File: config.mk
export PLATFORM = sky130hd
export DESIGN_NAME = aisc_ctrl
export DESIGN_NICKNAME = d
export VERILOG_FILES = /design/src/rtl/aisc_pkg.sv /design/src/rtl/aisc_mode_regs.sv /design/src/rtl/aisc_gate.sv /design/src/rtl/aisc_ctrl.sv
export SDC_FILE = /design/constraint.sdc
export NUM_CORES = 1
export LEC_CHECK = 0
export ABC_AREA = 1
export BUFFER_PORTS_ARGS = -buffer_cell sky130_fd_sc_hd__buf_2
export CAP_MARGIN = 20
export CORE_MARGIN = 2
export CORE_UTILIZATION = 47
export CTS_CLUSTER_DIAMETER = 50
export DETAILED_ROUTE_END_ITERATION = 7
export MAX_ROUTING_LAYER = met4
export PLACE_DENSITY = 0.91
export RECOVER_POWER = 50
export SLEW_MARGIN = 5
export SYNTH_ARGS = -nofsm -noshare
export SYNTH_HDL_FRONTEND = slang
export SYNTH_SLANG_ARGS = --single-unit
File: constraint.sdc
create_clock -name clk -period 2.9 [get_ports clk]
set_input_delay 0.29 -clock clk [delete_from_list [all_inputs] [get_ports clk]]
set_output_delay 0.29 -clock clk [all_outputs]
set_load 0.02 [all_outputs]
File: src/rtl/aisc_pkg.sv
package aisc_pkg;
  localparam int unsigned WORD_W     = 32;
  localparam int unsigned CLS_SHIFT  = 27;
  localparam int unsigned AI_FLAG    = 31;
  localparam int unsigned CODE_W     = 2;

  typedef enum logic [CODE_W-1:0] {
    MODE_ALL    = 2'd0,
    MODE_SINGLE = 2'd1
  } mode_e;

  function automatic logic code_valid(input logic [CODE_W-1:0] code);
    return (code == MODE_ALL) || (code == MODE_SINGLE);
  endfunction

  function automatic logic [WORD_W-1:0] irq_word(input logic [7:0] cls);
    logic [WORD_W-1:0] w;
    w = WORD_W'(cls) << CLS_SHIFT;
    w[AI_FLAG] = 1'b1;
    return w;
  endfunction
endpackage

File: src/rtl/aisc_mode_regs.sv
module aisc_mode_regs
  import aisc_pkg::*;
#(
  parameter int unsigned N_CLS = 8,
  localparam int unsigned CLS_W = $clog2(N_CLS)
)(
  input  logic              clk,
  input  logic              rst_n,
  input  logic              mode_vld,
  input  logic [CLS_W-1:0]  mode_cls,
  input  logic [CODE_W-1:0] mode_code,
  input  logic [N_CLS-1:0]  arm_mute,
  output logic [N_CLS-1:0]  single_q,
  output logic [N_CLS-1:0]  mute_q,
  output logic              err_q
);
  logic wr_ok;
  logic wr_bad;
  assign wr_ok  = mode_vld && code_valid(mode_code);
  assign wr_bad = mode_vld && !code_valid(mode_code);

  always_ff @(posedge clk) begin
    if (!rst_n) err_q <= 1'b0;
    else        err_q <= wr_bad;
  end

  for (genvar i = 0; i < N_CLS; i++) begin : g_cls
    logic hit;
    assign hit = wr_ok && (mode_cls == CLS_W'(i));

    always_ff @(posedge clk) begin
      if (!rst_n) begin
        single_q[i] <= 1'b0;
        mute_q[i]   <= 1'b0;
      end else if (hit) begin
        single_q[i] <= (mode_code == MODE_SINGLE);
        mute_q[i]   <= 1'b0;
      end else if (arm_mute[i]) begin
        mute_q[i]   <= 1'b1;
      end
    end

    // automatic mute lands unless a mode write to this subclass wins
    a_r6_auto_mute: assert property (@(posedge clk) disable iff (!rst_n)
      (arm_mute[i] && !hit) |=> mute_q[i]);
    // a valid write to this subclass always leaves the mute bit clear
    a_r9_write_wins: assert property (@(posedge clk) disable iff (!rst_n)
      hit |=> !mute_q[i]);
    // all mode clears the single bit
    a_r1_all_clears: assert property (@(posedge clk) disable iff (!rst_n)
      (hit && mode_code == MODE_ALL) |=> !single_q[i]);
  end

  // a rejected write changes nothing when no request can mute
  a_r3_bad_stable: assert property (@(posedge clk) disable iff (!rst_n)
    (wr_bad && arm_mute == '0) |=> ($stable(single_q) && $stable(mute_q) && err_q));
endmodule

File: src/rtl/aisc_gate.sv
module aisc_gate
  import aisc_pkg::*;
#(
  parameter int unsigned N_CLS = 8,
  localparam int unsigned CLS_W = $clog2(N_CLS)
)(
  input  logic              inj_vld,
  input  logic [CLS_W-1:0]  inj_cls,
  input  logic              inj_supp,
  input  logic [N_CLS-1:0]  single_q,
  input  logic [N_CLS-1:0]  mute_q,
  output logic              pass,
  output logic              drop,
  output logic [N_CLS-1:0]  arm_mute,
  output logic [WORD_W-1:0] word
);
  logic blocked;
  assign blocked = inj_supp && mute_q[inj_cls];
  assign pass    = inj_vld && !blocked;
  assign drop    = inj_vld && blocked;
  assign word    = irq_word(8'(inj_cls));

  always_comb begin
    arm_mute = '0;
    if (pass && inj_supp && single_q[inj_cls]) arm_mute[inj_cls] = 1'b1;
  end
endmodule

File: src/rtl/aisc_ctrl.sv
module aisc_ctrl
  import aisc_pkg::*;
#(
  parameter int unsigned N_CLS = 8,
  localparam int unsigned CLS_W = $clog2(N_CLS)
)(
  input  logic                 clk,
  input  logic                 rst_n,
  input  logic                 mode_vld,
  input  logic [CLS_W-1:0]     mode_cls,
  input  logic [CODE_W-1:0]    mode_code,
  input  logic                 inj_vld,
  input  logic [CLS_W-1:0]     inj_cls,
  input  logic                 inj_supp,
  output logic                 mode_err,
  output logic                 fwd_vld,
  output logic [WORD_W-1:0]    fwd_word,
  output logic [15:0]          fwd_sch_id,
  output logic [15:0]          fwd_sch_nr,
  output logic [31:0]          fwd_parm
);
  logic [N_CLS-1:0]  single_q;
  logic [N_CLS-1:0]  mute_q;
  logic [N_CLS-1:0]  arm_mute;
  logic              pass;
  logic              drop;
  logic [WORD_W-1:0] word;

  aisc_mode_regs #(.N_CLS(N_CLS)) u_regs (
    .clk(clk), .rst_n(rst_n),
    .mode_vld(mode_vld), .mode_cls(mode_cls), .mode_code(mode_code),
    .arm_mute(arm_mute), .single_q(single_q), .mute_q(mute_q),
    .err_q(mode_err)
  );

  aisc_gate #(.N_CLS(N_CLS)) u_gate (
    .inj_vld(inj_vld), .inj_cls(inj_cls), .inj_supp(inj_supp),
    .single_q(single_q), .mute_q(mute_q),
    .pass(pass), .drop(drop), .arm_mute(arm_mute), .word(word)
  );

  always_ff @(posedge clk) begin
    if (!rst_n) begin
      fwd_vld  <= 1'b0;
      fwd_word <= '0;
    end else begin
      fwd_vld  <= pass;
      fwd_word <= pass ? word : '0;
    end
  end

  assign fwd_sch_id = '0;
  assign fwd_sch_nr = '0;
  assign fwd_parm   = '0;

  // a muted suppressible request produces no interrupt
  a_r4_drop_silent: assert property (@(posedge clk) disable iff (!rst_n)
    drop |=> !fwd_vld);
  // non-suppressible requests always come out
  a_r7_nonsupp_pass: assert property (@(posedge clk) disable iff (!rst_n)
    (inj_vld && !inj_supp) |=> fwd_vld);
  // forwarded word carries the flag and the subclass
  a_r5_word_form: assert property (@(posedge clk) disable iff (!rst_n)
    fwd_vld |-> (fwd_word[AI_FLAG] &&
                 fwd_word[CLS_SHIFT +: CLS_W] == $past(inj_cls)));
  // non-suppressible request alone leaves the bits untouched
  a_r7_bits_kept: assert property (@(posedge clk) disable iff (!rst_n)
    (inj_vld && !inj_supp && !mode_vld) |=> ($stable(mute_q) && $stable(single_q)));
endmodule

# --- Word level (Yosys, flattened, before mapping) ---
# Cells that the tools add are included.
totals:
  register_bits: 50
  output_inout_bits: 98
  elab_cells: 68
op_classes:
  n_lt_le_gt_ge: 2
  n_eq_ne: 8
  n_mux: 8
  bitwise: 1
  n_reduce_logical: 29
ops:
  columns: ["op", "n"]
  rows:
  - ["32-bit two-way mux", 1]
  - ["2-bit OR reduction", 8]
  - ["1-bit logical AND", 15]
  - ["3-bit equality test, second input constant", 4]
  - ["8-bit two-way mux", 1]
  - ["1-bit binary-select mux with 3-bit select", 2]
  - ["3-bit by 2-bit equality test with 1-bit output, second input constant", 2]
  - ["3-bit by 4-bit less-than comparator with 1-bit output, second input constant", 1]
  - ["1-bit demux with 3-bit select", 1]
  - ["3-bit by 1-bit equality test with 1-bit output, second input constant", 1]
  - ["3-bit by 1-bit greater-or-equal comparator with 1-bit output, second input constant", 1]
  - ["3-bit logical NOT", 1]
  - ["1-bit two-way mux", 3]
  - ["2-bit by 1-bit equality test with 1-bit output, second input constant", 1]
  - ["1-bit logical NOT", 2]
  - ["2-bit logical NOT", 1]
  - ["2-bit AND reduction", 1]
  - ["1-bit logical OR", 1]
  - ["1-bit inverter", 1]

# --- Depth between registers and ports, before layout ---
logic_depth:
  ltp_word: 8
  ltp_mapped: 11
  ltp_nobuf: 10

# --- Hierarchy ---
# A second synthesis with hierarchy kept.
unflattened:
  hier_cells: 361
  area_unflattened_um2: 2824.0
by_module_without_submodules:
  columns: ["module", "instances", "cells_each", "area_per_inst_um2", "seq_area_each_um2"]
  rows:
  - ["aisc_ctrl", 1, 167, 1501.4, 660.6]
  - ["aisc_mode_regs", 1, 96, 693.2, 340.3]
  - ["aisc_gate", 1, 98, 629.4, 0.0]

# --- Worst setup path before layout ---
# OpenSTA, ideal clock, no wires.
synth_timing:
  path_type: "input to register"
  from: "input inj_cls[0]"
  to: "register u_regs.mute_q[0]"
  setup_time_ns: 0.117
  t_arrival_ns: 1.130
  required_ns: 2.783
  slack_ns: 1.653
  cell_stages: 9
  n_path_buf: 2
  cell_sequence: "buf_6 inv_4 buf_6 nor3_1 nand2_1 nand3_1 nor2_4 nand4_1 a21oi_1"
synth_between:
  elab_chain_len: 8
  elab_cells_between_ends: 15
  cone_classes: "order compare (2); mux (7); reduce/logical (6)"
synth_lines:
  columns: ["element", "line_no", "source"]
  rows:
  - ["start: declaration", "aisc_ctrl.sv:13", "input logic [CLS_W-1:0] inj_cls,"]
  - ["parallel branches: the longest is 7 deep, another holds 3-bit by 4-bit less-than comparator with 1-bit output", null, null]
  - ["8-bit two-way mux (*)", "aisc_gate.sv:25", "if (pass && inj_supp && single_q[inj_cls]) arm_mute[inj_cls] = 1'b1;"]
  - ["end signal: indexed assignment", "aisc_mode_regs.sv:34", "mute_q[i] <= 1'b0;"]
  - ["end signal: indexed assignment", "aisc_mode_regs.sv:37", "mute_q[i] <= 1'b0;"]
  - ["end signal: indexed assignment", "aisc_mode_regs.sv:39", "mute_q[i] <= 1'b1;"]
  - ["end: declaration", "aisc_mode_regs.sv:14", "output logic [N_CLS-1:0] mute_q,"]
# Every way passes the cells marked *. The select of a mux whose other input is x is not followed.
# A chain may end at the register's enable or synchronous reset.

# --- Final worst setup path ---
layout_timing:
  from: "input inj_cls[1]"
  to: "register u_regs.mute_q[1]"
# The elaborated chain is that of the path after synthesis.

==> results.yml <==
routing:
  drtPass1Iterations: 4
  drcViolationCount: 0
  wl_per_cell_um: 8.58
  via_per_inst: 3.98
  drtIter0Drc: 91
  wl_mm: 2.80
  drtAntennaViolNets: 0
  num_vias: 1297
logic_synthesis:
  dominantRegCellSynth: "dfxtp_1"
  yosysSeqAreaShare_pct: 23.3
  ys_warn_count: 0
  syn_area_per_cell_um2: 6.80
  synth_edf_count: 0
  synthArstFlopShare_pct: 0
  ys_ff_latch: 21
  syn_inst: 265
  synth_cell_types: 21
  synth_area_um2: 1800
floorplanning:
  dieArea_um2: 4350
  fp.dieW_um: 65.9
  io_pins: 111
  core_area_um2: 3660
  rows: 22
  fp.dieH_um: 65.9
  start_util_pct: 49.2
layout:
  layout-drive-gt1-share_pct: 6.83
  diodes: 0
  layout.nets: 292
  syn_to_final_growth_pct: -11.9
  design_area_um2: 1590
  utilization_pct: 43.4
power_and_ir_drop:
  power_density_nw_per_um2: 420
  peakVddDrop_uv: 194
  p_comb_share_pct: 27.3
  swShare_pct: 37.7
  internal-power_uw: 416
  power_frac_seq_pct: 44.6
  p_switching_uw: 251
  power.clock.fraction_pct: 28.1
  power_leakage_nw: 0.834
timing:
  hold_viol_final: 0
  finalClockSkew_ps: 3.75
  fin_ws_ps: 1560
  tns_ps: 0
  fmax_mhz: 745
  period_share_pct: 46.3
  setup_viol: 0
  maxSlewViolCount: 0
  worst_pin_slew_ps: 694
  rsz0062_at_grt: "false"
  slew_headroom_pct: 53.7
  min_period_ps: 1340
cts:
  cts_hold_buf: 0
  root_buffer: "clkbuf_8"
  clock_latency_ps: 250
  cts_max_level: 1
  post-cts-setup-buffers: 0
  cts_buffers: 3
  cts_resized: 0
  cts_tree: "yes"
  clk_pin_slew_ps: 70
  cts.sinks: 21
  clk_path_buf_depth: 2
worst_hold_path:
  hold_end: "u_regs.err_q$_SDFF_PN0_"
  worst_hold_path_type: "primary input to flip-flop"
  hp-start: "mode_vld"
  worstHoldPathCells: 3
setup_path:
  arrival_ps: 1490
  crit_path_start_kind: "primary input"
  cp-end-kind: "flip-flop"
  cpPeakStageDelay_ps: 380
  r2r_slack_ps: 1660
  worst_path_max_delay_cell: "nor3_1"
  critical_path_class: "primary input to flip-flop"
  reg2reg_depth: 10
  regToRegStartpoint: "u_regs.single_q[3]$_SDFFE_PN0P_"
  crit_chain: "buf_2, inv_1, nor3_1, nand2_1, nand3_1, nor2_4, nand4_1, a21oi_1"
  required_ps: 3050
  critPathMaxFanout: 11
  r2r-end: "u_regs.mute_q[1]$_SDFFE_PP0P_"
placement:
  dp_hpwl_mm: 2.27
  dp_worst_setup_slack_ps: 1320
  placedInstanceArea_um2: 1550
  io_buffers: 18
  place_congestion: 0.904
run:
  maxCapViolations: 0
global_route:
  track_usage_pct: 12.7
  antenna_found_initial: 0
  grt_pass1_vias: 950
  grt_overflow_total: 0
  grt_max_degree: 19
  grt_pass1_wl_mm: 4.15
outcome:
  outcome: "finished clean"
==> per-layer routing <==
metal / vias to the layer above / global-route usage [%] / share of wire (%)
li1: 656 / - / -
met1: 555 / 17.3 / 44
met2: 84 / 17.8 / 42
met3: 2 / 3.75 / 13
met4: 0 / 4.59 / 0.68
met5: - / - / 0
==> synth_stat cells (3+ instances only) <==
master    number  area share [%]
buf_4         93              39
inv_1         33             6.9
nand2_1       32             6.7
nor2_1        25             5.2
dfxtp_1       21              23
a21oi_1       15             4.2
nand4_1       12             4.2
nor3_1         8             2.2
o21ai_0        7             1.9
clkbuf_1       3            0.62
nand3_1        3            0.83
==> flip-flops by register name, summed over array words and instances (netlist names) <==
register         flops
u_regs.mute_q        8
u_regs.single_q      8
fwd_word             4
u_regs.err_q         1
==> layout by cell type (no fill, tap or decap) <==
cell type  Yosys  routed
dfxtp_1       21      21
nand2_1       32      32
nor2_1        25      25
o21a_1         1       1
buf_2          2      10
conb_1         1      92
o21ai_0        7       8
nand2_4        1       1
clkbuf_1       3       9
inv_2          2       2
a21oi_1       15      15
nor3_1         8       8
clkbuf_8       0       3
nand3_1        3       3
nand3_2        1       1
inv_1         33      33
inv_4          1       1
nor2_4         1       1
nand4_1       12      12
==> metrics by stage <==
step | total power, mW | hold slack [ps] | cells
after floorplan | 0.561 | 404 | 356
after global routing | 0.706 | 313 | 326
after CTS | 0.674 | 272 | 326
after detailed placement | 0.485 | 442 | 322
final | 0.667 | 279 | 326
after global placement | 0.483 | 439 | 322
==> kinds of logic after synthesis <==
kind of cell | Yosys count | share of synthesized area [%]
other cells | 1 | 0.208
simple gates | 83 | 20.9
flops | 21 | 23.3
compound gates | 24 | 6.80
buf+inv | 136 | 48.8
==> power by group through the flow <==
stage	registers, mW	logic (mW)	clock network [mW]
detailed placement	0.304	0.181	0
global route	0.298	0.200	0.208
floorplan	0.308	0.254	0
finish	0.298	0.182	0.187
CTS	0.298	0.181	0.195
global placement	0.304	0.179	0
==> worst max path at each step <==
stage | startpoint | endpoint | slack [ps] | cells past startpoint
floorplan | inj_cls[0] | u_regs.mute_q[0]$_SDFFE_PP0P_ | 1650 | 9
global placement | inj_cls[1] | u_regs.mute_q[3]$_SDFFE_PP0P_ | 1310 | 8
detailed placement | inj_cls[1] | u_regs.mute_q[3]$_SDFFE_PP0P_ | 1320 | 8
CTS | inj_cls[1] | u_regs.mute_q[1]$_SDFFE_PP0P_ | 1590 | 8
global route | inj_cls[1] | u_regs.mute_q[7]$_SDFFE_PP0P_ | 1540 | 8
finish | inj_cls[1] | u_regs.mute_q[1]$_SDFFE_PP0P_ | 1560 | 8
==> layout make-up <==
type | count | area [um2]
Tap cell | 48 | 60.1
Clock buffer | 4 | 45.0
Multi-Input combinational cell | 199 | 845
Inverter | 36 | 138
Sequential cell | 21 | 420
Timing Repair Buffer | 18 | 80.1
Fill cell | 413 | 2070
==> critical path, delay by kind of cell <==
kind | cells | cell delay, ps
buffers and inverters | 2 | 330
and+or+nand+nor | 5 | 800
AOI/OAI and AO/OA | 1 | 60
(Power assumes the default switching activity.)
